`config.mk`:
```
export PLATFORM = sky130hd
export DESIGN_NAME = pdiv_channel
export DESIGN_NICKNAME = d
export VERILOG_FILES = /design/src/rtl/pdiv_pkg.sv /design/src/rtl/pdiv_ctrl.sv /design/src/rtl/pdiv_datapath.sv /design/src/rtl/pdiv_channel.sv
export SDC_FILE = /design/constraint.sdc
export NUM_CORES = 1
export LEC_CHECK = 0
export BUFFER_PORTS_ARGS = -buffer_cell sky130_fd_sc_hd__buf_2
export CAP_MARGIN = 15
export CORE_ASPECT_RATIO = 1.2
export CORE_UTILIZATION = 25
export CTS_CLUSTER_DIAMETER = 60
export CTS_CLUSTER_SIZE = 12
export DETAILED_ROUTE_END_ITERATION = 8
export SETUP_SLACK_MARGIN = 0.02
export SLEW_MARGIN = 20
export SYNTH_ARGS = -nofsm -noshare
export SYNTH_HDL_FRONTEND = slang
export SYNTH_SLANG_ARGS = --single-unit
```
`constraint.sdc`:
```
create_clock -name clk -period 2.9 [get_ports clk]
set_clock_uncertainty 0.15 [all_clocks]
set_input_delay 0.29 -clock clk [delete_from_list [all_inputs] [get_ports clk]]
set_output_delay 0.29 -clock clk [all_outputs]
set_load 0.01 [all_outputs]
```
`src/rtl/pdiv_pkg.sv`:
```
package pdiv_pkg;

  // Strobes from the control half to the datapath half
  typedef struct packed {
    logic clr;   // divider held in reset this cycle
    logic live;  // start delay elapsed, ticks may be counted
  } pdivStrobe_t;

  typedef enum logic [1:0] {
    SRC_FAST = 2'd0,
    SRC_REF  = 2'd1,
    SRC_CASC = 2'd2
  } pdivSrc_t;

endpackage

```
`src/rtl/pdiv_ctrl.sv`:
```
module pdiv_ctrl
  import pdiv_pkg::*;
#(
  parameter int DLY_W = 3
) (
  input  logic             clk,
  input  logic             rst_n,
  input  logic             lockIn,
  input  logic             resetOnLock,
  input  logic [DLY_W-1:0] startDly,
  output pdivStrobe_t      stb
);

  logic             lockPrev;
  logic             lockRise;
  logic             clrNow;
  logic [DLY_W-1:0] dlyCnt;
  logic             started;
  logic             dlyDone;

  assign lockRise = lockIn & ~lockPrev;
  assign clrNow   = resetOnLock & (~lockIn | lockRise);
  assign dlyDone  = (dlyCnt == startDly);

  always_comb begin
    stb.clr  = clrNow;
    stb.live = (started | dlyDone) & ~clrNow;
  end

  always_ff @(posedge clk or negedge rst_n) begin
    if (!rst_n) begin
      lockPrev <= 1'b0;
      dlyCnt   <= '0;
      started  <= 1'b0;
    end else begin
      lockPrev <= lockIn;
      if (clrNow) begin
        dlyCnt  <= '0;
        started <= 1'b0;
      end else if (!started) begin
        if (dlyDone) started <= 1'b1;
        else         dlyCnt  <= dlyCnt + 1'b1;
      end
    end
  end

endmodule

```
`src/rtl/pdiv_datapath.sv`:
```
module pdiv_datapath
  import pdiv_pkg::*;
#(
  parameter int DIV_W = 7
) (
  input  logic             clk,
  input  logic             rst_n,
  input  pdivStrobe_t      stb,
  input  logic             refPulse,
  input  logic             cascadeIn,
  input  logic [DIV_W-1:0] divVal,
  input  logic             chanEn,
  input  logic             selPre,
  input  logic             selCascade,
  input  logic             selPost,
  output logic             divQ,
  output logic             divOut
);

  pdivSrc_t         srcKind;
  logic             srcLevel;
  logic             srcPrev;
  logic             srcTick;
  logic [DIV_W-1:0] effDiv;
  logic [DIV_W-1:0] halfCnt;
  logic [DIV_W-1:0] cnt;
  logic             atBound;
  logic             lastPh;
  logic             runReg;
  logic             runNow;
  logic             advance;
  logic             unitDiv;
  logic             outReg;

  always_comb begin
    if (selCascade)  srcKind = SRC_CASC;
    else if (selPre) srcKind = SRC_REF;
    else             srcKind = SRC_FAST;
    unique case (srcKind)
      SRC_REF:  srcLevel = refPulse;
      SRC_CASC: srcLevel = cascadeIn;
      default:  srcLevel = 1'b1;
    endcase
  end

  assign srcTick = (srcKind == SRC_FAST) ? 1'b1 : (srcLevel & ~srcPrev);
  assign effDiv  = (divVal == '0) ? DIV_W'(1) : divVal;
  assign unitDiv = (effDiv == DIV_W'(1));
  assign halfCnt = effDiv >> 1;
  assign atBound = (cnt == '0);
  assign lastPh  = (cnt >= effDiv - DIV_W'(1));
  assign runNow  = atBound ? chanEn : runReg;
  assign advance = stb.live & srcTick;

  always_ff @(posedge clk or negedge rst_n) begin
    if (!rst_n) begin
      srcPrev <= 1'b0;
      cnt     <= '0;
      runReg  <= 1'b0;
      outReg  <= 1'b0;
    end else begin
      srcPrev <= srcLevel;
      if (stb.clr) begin
        cnt    <= '0;
        runReg <= 1'b0;
        outReg <= 1'b0;
      end else if (unitDiv) begin
        cnt    <= '0;
        runReg <= 1'b0;
        if (stb.live) outReg <= chanEn & srcLevel;
      end else if (advance) begin
        runReg <= runNow;
        if (runNow) begin
          outReg <= (cnt < halfCnt);
          cnt    <= lastPh ? '0 : cnt + 1'b1;
        end else begin
          outReg <= 1'b0;
          cnt    <= '0;
        end
      end
    end
  end

  assign divQ   = outReg;
  assign divOut = selPost ? refPulse : outReg;

endmodule

```
`src/rtl/pdiv_channel.sv`:
```
module pdiv_channel
  import pdiv_pkg::*;
#(
  parameter int DIV_W = 7,
  parameter int DLY_W = 3
) (
  input  logic             clk,
  input  logic             rst_n,
  input  logic             refPulse,
  input  logic             cascadeIn,
  input  logic             lockIn,
  input  logic [DIV_W-1:0] divVal,
  input  logic [DLY_W-1:0] startDly,
  input  logic             chanEn,
  input  logic             resetOnLock,
  input  logic             bypassPre,
  input  logic             bypassPost,
  input  logic             bypassGoN,
  input  logic             cascadeSel,
  output logic             divOut
);

  pdivStrobe_t stb;
  logic        divQ;
  logic        selPre;
  logic        selPost;

  assign selPre  = ~bypassGoN & bypassPre;
  assign selPost = ~bypassGoN & bypassPost;

  pdiv_ctrl #(.DLY_W(DLY_W)) ctrl_i (
    .clk         (clk),
    .rst_n       (rst_n),
    .lockIn      (lockIn),
    .resetOnLock (resetOnLock),
    .startDly    (startDly),
    .stb         (stb)
  );

  pdiv_datapath #(.DIV_W(DIV_W)) dp_i (
    .clk        (clk),
    .rst_n      (rst_n),
    .stb        (stb),
    .refPulse   (refPulse),
    .cascadeIn  (cascadeIn),
    .divVal     (divVal),
    .chanEn     (chanEn),
    .selPre     (selPre),
    .selCascade (cascadeSel),
    .selPost    (selPost),
    .divQ       (divQ),
    .divOut     (divOut)
  );

endmodule

```
# Word-level counts from Yosys, hierarchy flattened
# Cells that the tools add are included.
# totals
reg_bits	15
in_bits	21
out_inout_bits	1
wordCells	66
# op_classes
n_addsub	3
order_cmp	2
eq_ne	7
mux	26
bitwise	15
n_reduce_logical	6
# op_table
op	n
two-way mux 7 bit	6
two-way mux 1 bit	15
zero test 7 bit	2
two-way mux 3 bit	3
AND 1 bit	8
adder 7 x 1 -> 7 bit, second input constant	1
== test 7 x 1 -> 1 bit, second input constant	1
greater-or-equal comparator 7 bit	1
< comparator 7 x 6 -> 1 bit	1
subtractor 7 x 1 -> 7 bit, second input constant	1
inverter 1 bit	5
inequality test 2 x 1 -> 1 bit, second input constant	2
AND reduction 2 bit	2
adder 3 x 1 -> 3 bit, second input constant	1
== test 3 bit	1
inequality test 3 x 2 -> 1 bit, second input constant	1
nonzero test 3 bit	1
== test 2 x 1 -> 1 bit, second input constant	1
== test 2 bit, second input constant	1
zero test 2 bit	1
two-way mux 2 bit	1
OR 1 bit	2
one-hot mux 1 bit (2 select lines)	1

# Longest topological paths before layout
# depth
depth_word	12
ltp_mapped	11
ltp_nobuf	11

# Modules after synthesis
# A second synthesis with hierarchy kept.
# hier_totals
cells_unflattened	138
area_unflattened_um2	1317.5
# modules_own_cells
module	n_inst	cells_per_inst	area_each_um2	seq_area_each_um2
pdiv_datapath	1	109	993.5	250.2
pdiv_ctrl	1	27	311.5	125.1
pdiv_channel	1	2	12.5	0.0

# Least setup slack after synthesis
# OpenSTA, ideal clock, no wires.
# synth_timing
path_type	input-to-reg
from	input port divVal[3]
to	register dp_i.cnt[2]
setup_time_ps	77
t_arrival_ps	2712
required_time_ps	2673
setup_slack_ps	-39
stages	11
n_path_buf	0
path_cell_list	or3_1 -> nor4_4 -> nor4_1 -> a21oi_1 -> nor2_1 -> ha_1 -> a21o_1 -> a21o_1 -> a211oi_1 -> nand4_4 -> o21ai_1
# synth_between
elab_chain_cells	9
word_cells_on_any_way	11
cone_classes	add/sub (1); order compare (1); eq/ne (1); mux (6); reduce/logical (2)
# synth_lines
element	line_no	text
start, declared	pdiv_channel.sv:12	input logic [DIV_W-1:0] divVal,
zero test 7 bit	pdiv_datapath.sv:47	assign effDiv = (divVal == '0) ? DIV_W'(1) : divVal;
two-way mux 7 bit *	pdiv_datapath.sv:47	
subtractor 7 x 1 -> 7 bit	pdiv_datapath.sv:51	assign lastPh = (cnt >= effDiv - DIV_W'(1));
greater-or-equal comparator 7 bit	pdiv_datapath.sv:51	
two-way mux 7 bit	pdiv_datapath.sv:75	cnt <= lastPh ? '0 : cnt + 1'b1;
two-way mux 7 bit	pdiv_datapath.sv:73	if (runNow) begin
two-way mux 7 bit	pdiv_datapath.sv:71	end else if (advance) begin
two-way mux 7 bit	pdiv_datapath.sv:67	end else if (unitDiv) begin
two-way mux 7 bit	pdiv_datapath.sv:63	if (stb.clr) begin
end signal, assigned	pdiv_datapath.sv:75	
end, declared	pdiv_datapath.sv:26	logic [DIV_W-1:0] cnt;
# Every way passes the cells marked *; elsewhere a longest branch is shown, timed or not. The select of a mux whose other input is x is not followed.
# A chain may end at the register's enable or synchronous reset.

# Worst setup path after layout
# Same ends and word-level chain as after synthesis.

==> reports/qor.yml <==
status: "completed"
cts_made_buffers: 3
clock_tree.root_cell: "clkbuf_8"
ys_types: 36
setup_tns_ns: 0
cts_resized: 0
period_share_pct: 91.3
ant_nets: 0
routabilityCongestion: 0.829
clockBufferDepth: 2
first_iter_violations: 24
die_x_um: 65.7
postSynthCellCount: 131
grt_first_pass_wirelength_mm: 4.59
setup_slack_ns: 0.253
clock_latency_ns: 0.24
fin_crit_ns: 2.65
initial_core_util_pct: 26.3
dieArea_sq_um: 5160
async_flop_share_pct: 100
seqCellArea_sq_um: 375
cp_max_fo: 7
grt_overflow_total: 0
final_net_count: 198
clk_pin_slew_ns: 0.06
final_max_slew_viol_count: 0
worst-endpoint-arrival_ns: 2.66
synth_flop_cell: "dfrtp_1"
ios: 22
cp.required_ns: 2.91
r2r_cells: 6
hpwl_mm: 2.11
multi_input_area_sq_um: 813
synth_edf_count: 0
diodes: 0
relSlewSlack_pct: 61.2
syn_nets: 166
hp-class: "input port to flip-flop"
worstSetupPathType: "input port to flip-flop"
die_h_um: 78.5
grt_max_degree: 16
drtPass1Iterations: 3
via_per_inst: 4.79
nFillCells: 496
totalWireLength_mm: 2.57
vdd_drop_max_v: 0.000163
vias: 1053
std_cell_rows: 27
finalSetupViolCount: 0
r2r-start: "dp_i.cnt[0]"
avgRoutedWirePerCell_um: 11.7
grt_setup_unrepaired: "no"
synth_top_area_share_pct: 30.8
post-place-ws_ns: -0.0662
io_buffer_count: 21
yosys_warnings: 0
yosys-top-cells-area: "dfrtp_1 31%, ha_1 14%, xnor2_1 7.2%"
crit_chain: "buf_2, or3_1, nor4_1, nor2_1, ha_1, a21o_1, a21o_1, a211oi_2, nand4_4, o21ai_1"
worst_slew_pin_slew_ns: 0.581
syn_area_sq_um: 1220
antenna_found_initial: 0
synth-seq-area-share_pct: 30.8
cap_violations: 0
fmax_mhz: 378
end_kind: "flip-flop"
drive_above_1_share_pct: 24.1
postPlaceCellArea_sq_um: 1450
critical_path.max_stage_delay_ns: 0.45
power_density_nw_per_um2: 464
rrSetupSlack_ns: 0.79
finalHoldViolCount: 0
synth-seq-cells: 15
syn_avg_cell_area_sq_um: 9.30
critPathCapture: "dp_i.cnt[2]"
clock-sinks: 15
power_mw: 0.696
design_area_sq_um: 1500
cp-startpoint: "divVal[3]"
synth.largest_area_cell: "dfrtp_1"
grt_util_all_layers_pct: 11.3
startpoint_type: "input port"
core_area_sq_um: 4630
crit_slowest_cell: "or3_1"
htree_levels: 1
r2r-end: "dp_i.cnt[2]"
power_leakage_nw: 0.699
drc: 0
syn_to_final_growth_pct: 23.1
crit_top_cell: "a21o_1"
first_global_vias: 1024
cts_tree: "built"
[registers in the layout (all words and copies together) (netlist names)]
name / flops
ctrl_i.dlyCnt: 3
ctrl_i.lockPrev: 1
ctrl_i.started: 1
dp_i.cnt: 7
dp_i.divQ: 1
dp_i.runReg: 1
dp_i.srcPrev: 1
[worst min-delay path by stage]
stage	from	endpoint	slack, ns	cells past startpoint
6_report	lockIn	ctrl_i.lockPrev	0.02	1
5_1_grt	lockIn	ctrl_i.lockPrev	0.009	1
4_1_cts	lockIn	ctrl_i.lockPrev	0.02	1
3_5_place_dp	rst_n	ctrl_i.lockPrev	0.07	1
3_3_place_gp	rst_n	ctrl_i.lockPrev	0.07	1
2_1_floorplan	rst_n	ctrl_i.dlyCnt[0]	-0.16	0
[layout by cell type (no fill, tap or decap), types with 2 or more instances in the layout]
cell type,n
a21o_1,3
a21oi_1,5
a31o_2,2
and3_1,3
buf_2,21
buf_4,5
clkbuf_8,3
dfrtp_1,15
ha_1,14
inv_1,11
nand2_1,11
nand2b_1,3
nand3_1,5
nand4_1,5
nor2_1,9
nor2b_1,2
nor4_2,2
o21ai_1,7
o31ai_1,2
xnor2_1,10
xor2_1,3
[logic make-up after synthesis]
group	share of synthesized area (%)
adder cells (fa/ha/maj)	14.4
buffers and inverters	3.39
AND/OR/NAND/NOR	22.5
XOR/XNOR	9.34
multiplexers	1.75
AO/OA/AOI/OAI	17.9
flip-flops	30.8
[cell usage after synthesis, drive strengths merged, types with 2 or more instances]
library cell  instances
nand2                11
and3                  3
inv                  11
nor2b                 2
nand4                 6
a21oi                 5
xnor2                10
a31o                  2
nand2b                3
o31ai                 2
xor2                  3
nand3                 5
nor4                  4
dfrtp                15
ha                   14
a211oi                2
o21ai                 8
a21o                  3
nor2                  9
[final cells by class]
cell class | instances | area share, %
tap | 58 | 4.84
inverter | 11 | 2.75
sequential | 15 | 25.0
clock buffer | 4 | 3.00
timing repair buffer | 27 | 10.2
multi-input combinational | 105 | 54.2
[metal layers]
| metal | vias to the layer above | share of wire [%] | GRT usage [%] |
|---|---|---|---|
| met5 | - | 0 | 0 |
| met4 | 0 | 1.3 | 4.57 |
| met3 | 2 | 3.0 | 1.89 |
| met2 | 16 | 49 | 18.7 |
| met1 | 499 | 47 | 14.3 |
| li1 | 536 | - | - |
[critical path: cells and delay by family]
family          cells  cell delay [ns]
compound gates      4             0.80
fa+ha+maj           1             0.30
simple gates        4             1.15
buf+inv             1             0.10
[power by group]
part / leakage (nW) / total (mW) / internal, mW / switching, mW
logic: 0.477 / 0.253 / 0.117 / 0.136
registers: 0.199 / 0.283 / 0.248 / 0.0354
clock network: 0.0228 / 0.160 / 0.0968 / 0.0635
[metrics by stage]
stage                     hold slack [ns]  std cells  util (%)
final                              0.0213        220      32.4
after global routing              0.00910        220      32.4
after CTS                          0.0177        220      32.4
after detailed placement           0.0719        215      31.2
after global placement             0.0693        215      31.2
after floorplan                    -0.156        131         -
[timing repair]
action / CTS / global route
setup buffers: 0 / 0
hold endpoints to repair: 15 / 0
endpoints found under the setup margin: 0 / 4
hold buffers: 1 / 0
(Power assumes the default switching activity.)
